**config.mk**
```make
export PLATFORM = sky130hd
export DESIGN_NAME = afe_ctrl_port
export DESIGN_NICKNAME = d
export VERILOG_FILES = /design/src/rtl/afe_ctrl_pkg.sv /design/src/rtl/afe_sif_rx.sv /design/src/rtl/afe_cfg_regs.sv /design/src/rtl/afe_cal_timer.sv /design/src/rtl/afe_ctrl_port.sv
export SDC_FILE = /design/constraint.sdc
export NUM_CORES = 1
export LEC_CHECK = 0
export ABC_AREA = 1
export BUFFER_PORTS_ARGS = -buffer_cell sky130_fd_sc_hd__buf_4
export CORE_ASPECT_RATIO = 0.8
export CORE_MARGIN = 4
export CORE_UTILIZATION = 50
export CTS_CLUSTER_DIAMETER = 200
export DETAILED_ROUTE_END_ITERATION = 10
export PLACE_DENSITY_LB_ADDON = 0.3
export SYNTH_ARGS = -nofsm -noshare
export SYNTH_HDL_FRONTEND = slang
export SYNTH_SLANG_ARGS = --single-unit
```
**constraint.sdc**
```tcl
create_clock -name clk -period 1.9 [get_ports clk]
set_input_delay 0.095 -clock clk [delete_from_list [all_inputs] [get_ports clk]]
set_output_delay 0.095 -clock clk [all_outputs]
set_load 0.01 [all_outputs]
```
**src/rtl/afe_ctrl_pkg.sv**
```systemverilog
package afe_ctrl_pkg;
  localparam int FRAME_W = 16;
  localparam int ADDR_W  = 3;
  localparam int PAY_W   = FRAME_W - ADDR_W;
  localparam int GAIN_W  = 10;
  localparam int CLAMP_W = 5;
  localparam int LEAD_W  = 2;

  localparam logic [ADDR_W-1:0] A_GAIN   = 3'd0;
  localparam logic [ADDR_W-1:0] A_BLACK  = 3'd1;
  localparam logic [ADDR_W-1:0] A_POWER  = 3'd2;
  localparam logic [ADDR_W-1:0] A_OUTFMT = 3'd3;

  typedef struct packed {
    logic [GAIN_W-1:0]  gain;
    logic [CLAMP_W-1:0] clamp;
    logic [LEAD_W-1:0]  lead_gain;
    logic [LEAD_W-1:0]  lead_hold;
    logic run;
    logic standby;
    logic sleep;
    logic low_power;
    logic samp_inv;
    logic ob_inv;
    logic inv_lsbs;
    logic inv_msb;
    logic test0;
    logic test1;
  } cfg_t;
endpackage

```
**src/rtl/afe_sif_rx.sv**
```systemverilog
module afe_sif_rx #(
  parameter int FRAME_W     = 16,
  parameter int SYNC_STAGES = 2
) (
  input  logic               clk,
  input  logic               rst_n,
  input  logic               csn,
  input  logic               sck,
  input  logic               sdi,
  output logic               frame_vld,
  output logic [FRAME_W-1:0] frame_word
);
  localparam int CNT_W = $clog2(FRAME_W + 2);
  localparam logic [CNT_W-1:0] CNT_FULL = CNT_W'(FRAME_W);
  localparam logic [CNT_W-1:0] CNT_OVER = CNT_W'(FRAME_W + 1);

  logic [SYNC_STAGES-1:0] csn_sy, sck_sy, sdi_sy;
  logic csn_q, sck_q;
  logic csn_now, sck_now, sdi_now;
  logic sck_rise, cs_rise;
  logic [FRAME_W-1:0] shreg;
  logic [CNT_W-1:0]   nbits;

  // two-flop (or deeper) synchronizers into the conversion clock domain
  always_ff @(posedge clk or negedge rst_n) begin
    if (!rst_n) begin
      csn_sy <= '1;
      sck_sy <= '0;
      sdi_sy <= '0;
    end else begin
      csn_sy <= {csn_sy[SYNC_STAGES-2:0], csn};
      sck_sy <= {sck_sy[SYNC_STAGES-2:0], sck};
      sdi_sy <= {sdi_sy[SYNC_STAGES-2:0], sdi};
    end
  end

  assign csn_now  = csn_sy[SYNC_STAGES-1];
  assign sck_now  = sck_sy[SYNC_STAGES-1];
  assign sdi_now  = sdi_sy[SYNC_STAGES-1];
  assign sck_rise = sck_now & ~sck_q;
  assign cs_rise  = csn_now & ~csn_q;

  always_ff @(posedge clk or negedge rst_n) begin
    if (!rst_n) begin
      csn_q      <= 1'b1;
      sck_q      <= 1'b0;
      shreg      <= '0;
      nbits      <= '0;
      frame_vld  <= 1'b0;
      frame_word <= '0;
    end else begin
      csn_q     <= csn_now;
      sck_q     <= sck_now;
      frame_vld <= cs_rise && (nbits == CNT_FULL);
      if (cs_rise) frame_word <= shreg;
      if (csn_now) begin
        nbits <= '0;
      end else if (sck_rise) begin
        shreg <= {sdi_now, shreg[FRAME_W-1:1]};
        if (nbits != CNT_OVER) nbits <= nbits + 1'b1;
      end
    end
  end
endmodule

```
**src/rtl/afe_cfg_regs.sv**
```systemverilog
module afe_cfg_regs
  import afe_ctrl_pkg::*;
(
  input  logic               clk,
  input  logic               rst_n,
  input  logic               frame_vld,
  input  logic [FRAME_W-1:0] frame_word,
  output cfg_t               cfg,
  output logic               gain_stb
);
  logic [ADDR_W-1:0] addr;
  logic [PAY_W-1:0]  pay;
  cfg_t              cfg_nxt;
  logic              unused_pay;

  assign addr       = frame_word[ADDR_W-1:0];
  assign pay        = frame_word[FRAME_W-1:ADDR_W];
  assign unused_pay = ^pay[PAY_W-1:GAIN_W];

  always_comb begin
    cfg_nxt = cfg;
    if (frame_vld) begin
      case (addr)
        A_GAIN:  cfg_nxt.gain = pay[GAIN_W-1:0];
        A_BLACK: begin
          cfg_nxt.clamp     = pay[CLAMP_W-1:0];
          cfg_nxt.lead_gain = pay[CLAMP_W+LEAD_W-1:CLAMP_W];
          cfg_nxt.lead_hold = pay[CLAMP_W+2*LEAD_W-1:CLAMP_W+LEAD_W];
        end
        A_POWER: begin
          cfg_nxt.run       = pay[0];
          cfg_nxt.standby   = pay[1];
          cfg_nxt.sleep     = pay[2];
          cfg_nxt.low_power = pay[3];
          cfg_nxt.samp_inv  = pay[4];
          cfg_nxt.ob_inv    = pay[5];
        end
        A_OUTFMT: begin
          cfg_nxt.inv_lsbs = pay[0];
          cfg_nxt.inv_msb  = pay[1];
          cfg_nxt.test0    = pay[2];
          cfg_nxt.test1    = pay[3];
        end
        default: ; // test-only addresses: no user setting moves
      endcase
    end
  end

  always_ff @(posedge clk or negedge rst_n) begin
    if (!rst_n) begin
      cfg      <= '0;
      gain_stb <= 1'b0;
    end else begin
      cfg      <= cfg_nxt;
      gain_stb <= (cfg_nxt.gain != cfg.gain);
    end
  end
endmodule

```
**src/rtl/afe_cal_timer.sv**
```systemverilog
module afe_cal_timer #(
  parameter int CAL_CYCLES = 40000
) (
  input  logic clk,
  input  logic rst_n,
  input  logic run,
  output logic busy
);
  localparam int CW = $clog2(CAL_CYCLES + 1);
  localparam logic [CW-1:0] LOAD = CW'(CAL_CYCLES - 1);

  logic          run_q;
  logic [CW-1:0] left;

  always_ff @(posedge clk or negedge rst_n) begin
    if (!rst_n) begin
      run_q <= 1'b0;
      busy  <= 1'b0;
      left  <= '0;
    end else begin
      run_q <= run;
      if (!run) begin
        busy <= 1'b0;
        left <= '0;
      end else if (!run_q) begin
        busy <= 1'b1;
        left <= LOAD;
      end else if (busy) begin
        if (left == '0) busy <= 1'b0;
        else            left <= left - 1'b1;
      end
    end
  end
endmodule

```
**src/rtl/afe_ctrl_port.sv**
```systemverilog
module afe_ctrl_port
  import afe_ctrl_pkg::*;
#(
  parameter int CAL_CYCLES  = 40000,
  parameter int SYNC_STAGES = 2
) (
  input  logic               clk,
  input  logic               rst_n,
  input  logic               ser_csn,
  input  logic               ser_sck,
  input  logic               ser_sdi,
  output logic [GAIN_W-1:0]  gain,
  output logic [CLAMP_W-1:0] clamp,
  output logic [LEAD_W-1:0]  lead_gain,
  output logic [LEAD_W-1:0]  lead_hold,
  output logic               run_mode,
  output logic               standby,
  output logic               sleep,
  output logic               low_power,
  output logic               samp_inv,
  output logic               ob_inv,
  output logic               inv_lsbs,
  output logic               inv_msb,
  output logic               test0,
  output logic               test1,
  output logic               gain_stb,
  output logic               cal_busy
);
  logic               frame_vld;
  logic [FRAME_W-1:0] frame_word;
  cfg_t               cfg;

  afe_sif_rx #(.FRAME_W(FRAME_W), .SYNC_STAGES(SYNC_STAGES)) u_rx (
    .clk(clk), .rst_n(rst_n), .csn(ser_csn), .sck(ser_sck), .sdi(ser_sdi),
    .frame_vld(frame_vld), .frame_word(frame_word)
  );

  afe_cfg_regs u_regs (
    .clk(clk), .rst_n(rst_n), .frame_vld(frame_vld), .frame_word(frame_word),
    .cfg(cfg), .gain_stb(gain_stb)
  );

  afe_cal_timer #(.CAL_CYCLES(CAL_CYCLES)) u_cal (
    .clk(clk), .rst_n(rst_n), .run(cfg.run), .busy(cal_busy)
  );

  assign gain      = cfg.gain;
  assign clamp     = cfg.clamp;
  assign lead_gain = cfg.lead_gain;
  assign lead_hold = cfg.lead_hold;
  assign run_mode  = cfg.run;
  assign standby   = cfg.standby;
  assign sleep     = cfg.sleep;
  assign low_power = cfg.low_power;
  assign samp_inv  = cfg.samp_inv;
  assign ob_inv    = cfg.ob_inv;
  assign inv_lsbs  = cfg.inv_lsbs;
  assign inv_msb   = cfg.inv_msb;
  assign test0     = cfg.test0;
  assign test1     = cfg.test1;
endmodule

```
==> impl_metrics.ini <==
[synthesis]
synth_nets = 507
avgSynthCellArea_um2 = 8.34
async_flop_share = 1.00
ys_seq_elements = 91
syn_area_um2 = 4150
syn_inst = 498
yosys_most_used_dff = dfrtp_1
synth_edf_count = 0
synth_warnings = 0
ys_seq_area_frac = 0.549
yosysUniqueCellTypes = 29

[timing]
fmax_ghz = 0.592
final_hold_viol_count = 0
tns_ps = 0
relSlewSlack = 0.457
post-route-period-util = 0.889
period_needed_ps = 1690
clock_skew_ps = 10.9
finalSetupViolCount = 0
worst_pin_slew_ps = 815
rsz0062_at_grt = false
drv_slew = 0
setup_ws_ps = 211
hold_ws_ps = 313

[cts]
cts.clk_slew.worst_paths_ps = 80
htreeDepth = 3
cts_resized = 0
cts_buffers = 9
clock-sinks = 91
tritoncts = done
cts-root-buf = clkbuf_8
clk_latency_ps = 360
cts_buffer_depth = 2

[critical_path]
crit_required_ps = 2140
r2r_slack_ps = 210
worst-setup-path-type = register to register
crit_path_cell_trace = inv_1, ha_1, nand2_2, nor2_2, nand2_1, nand2_4, nand2_2, nand2_1, o21ai_0
crit_path_start_kind = register
crit_arrival_ps = 1930
worst_r2r_endpoint = u_cal.left[13]
rr_startpoint = u_cal.left[0]
path_max_fanout = 11
critPathMaxStageDelay_ps = 410
cp_slowest_cell = dfrtp_1
crit_path_end_kind = register
reg2reg_depth = 9

[route]
ant_nets = 0
drt_iter0_drc = 138
wl_um = 8140
first_pass_iters = 4
wl_per_cell_um = 12.5
drc_errors = 0
vias = 3345
via_per_inst = 5.15

[grt]
antenna_found_initial = 0
grt_pass1_vias = 2981
grt_max_degree = 92
grt-ovfl-total = 0
grt_usage = 0.181
grt_pass1_wl_um = 13800

[floorplanning]
start_util = 0.518
die-area_um2 = 9840
ioPinCount = 36
core_area_um2 = 8020
die-height_um = 89.5
rows = 29
die_x_um = 110

[power]
cellPowerDensity_nw_per_um2 = 772
p_leak_nw = 2.40
power_mw = 3.70
ir_drop_mv = 0.481

[final_layout]
finalNonFillerCells = 649
diodes = 0
nets = 545
syn_to_final_growth_pct = 15.2
drive_gt1_frac = 0.133
layout_common_cells = nand2_1, dfrtp_1, inv_1
layout_commonest_cell = nand2_1
nFillCells = 711

[flow_run]
cap_violations = 0

[placement]
hpwl_um = 5570
numPortBuffers = 35
dp.cells = 629
gp_congestion = 0.852
dp_worst_setup_slack_ps = 222

[outcome]
status = complete, no violations

[min_path]
hp-class = input pin to async pin
metrics by stage:
step | cell area, um2 | util
global placement | 4530 | 0.565
detailed placement | 4530 | 0.565
finish | 4790 | 0.597
global route | 4790 | 0.597
CTS | 4790 | 0.597
floorplan | 4150 | -
layout make-up:
cell class / instances / area [um2] / share of cell area
sequential: 91 / 2280 / 0.476
tap: 108 / 135 / 0.0282
clock inverter: 6 / 90.1 / 0.0188
clock buffer: 10 / 128 / 0.0267
timing repair buffer: 46 / 368 / 0.0768
inverter: 71 / 272 / 0.0567
multi-input combinational: 317 / 1510 / 0.316
where the power goes:
part           internal (mW)  leakage (nW)  total, mW  switching, mW
sequential              2.02          1.24       2.08         0.0560
clock                  0.743         0.106       1.41          0.667
combinational         0.0619          1.06      0.212          0.150
metal layers:
layer | track usage | share of wire | vias to the layer above
met1 | 0.259 | 0.49 | 1594
li1 | - | - | 1675
met3 | 0.0556 | 0.061 | 10
met5 | 0 | 0 | -
met2 | 0.265 | 0.44 | 66
met4 | 0.0555 | 0.010 | 0
critical path, delay by kind of cell, from the launching register on:
| kind | cells | cell delay (ps) |
|---|---|---|
| buf+inv | 1 | 100 |
| compound gates | 1 | 90 |
| simple gates | 6 | 780 |
| flops | 1 | 410 |
| fa+ha+maj | 1 | 210 |
how the worst max path moves through the flow:
stage                        startpoint             end  cells after the start
after floorplan           u_cal.left[0]  u_cal.left[10]                     10
after global placement    u_cal.left[0]  u_cal.left[13]                      9
after detailed placement  u_cal.left[0]  u_cal.left[13]                      9
after CTS                 u_cal.left[0]  u_cal.left[13]                      9
after global routing      u_cal.left[0]  u_cal.left[13]                      9
final                     u_cal.left[0]  u_cal.left[13]                      9
sequential cells by signal, summed over array words and instances (netlist names):
| signal | cells |
|---|---|
| u_rx.frame_word | 13 |
| u_rx.shreg | 16 |
| u_rx.csn_q | 1 |
| u_rx.frame_vld | 1 |
| u_regs.cfg | 29 |
| u_rx.sck_sy | 2 |
| u_rx.nbits | 5 |
| u_regs.gain_stb | 1 |
| u_rx.sdi_sy | 2 |
| u_rx.sck_q | 1 |
| u_cal.run_q | 1 |
| u_cal.left | 16 |
| u_cal.busy | 1 |
| u_rx.csn_sy | 2 |
cell families after synthesis:
group | count (synthesis) | synth area share
adder cells (fa/ha/maj) | 4 | 0.0120
buffers and inverters | 90 | 0.0880
AND/OR/NAND/NOR | 228 | 0.245
AO/OA/AOI/OAI | 84 | 0.104
XOR/XNOR | 1 | 0.00211
flip-flops | 91 | 0.549
cells in the mapped netlist (all sizes together) (2+ instances only):
library cell / instances / area, um2
dfstp: 3 / 78.8
clkbuf: 5 / 18.8
nand2: 126 / 485
nand3b: 2 / 18.8
buf: 14 / 75.1
ha: 4 / 50.1
inv: 70 / 263
nand4: 26 / 163
nor2: 37 / 151
nand3: 34 / 183
dfrtp: 88 / 2200
o21ai: 73 / 365
a21oi: 7 / 35.0
o21bai: 2 / 15.0
what timing repair did:
action                    4_1_cts  5_1_grt
hold endpoints to repair       91        0
setup buffers                   0        0
hold buffers                    4        0
No activity file was read; power rests on OpenSTA's default activity.
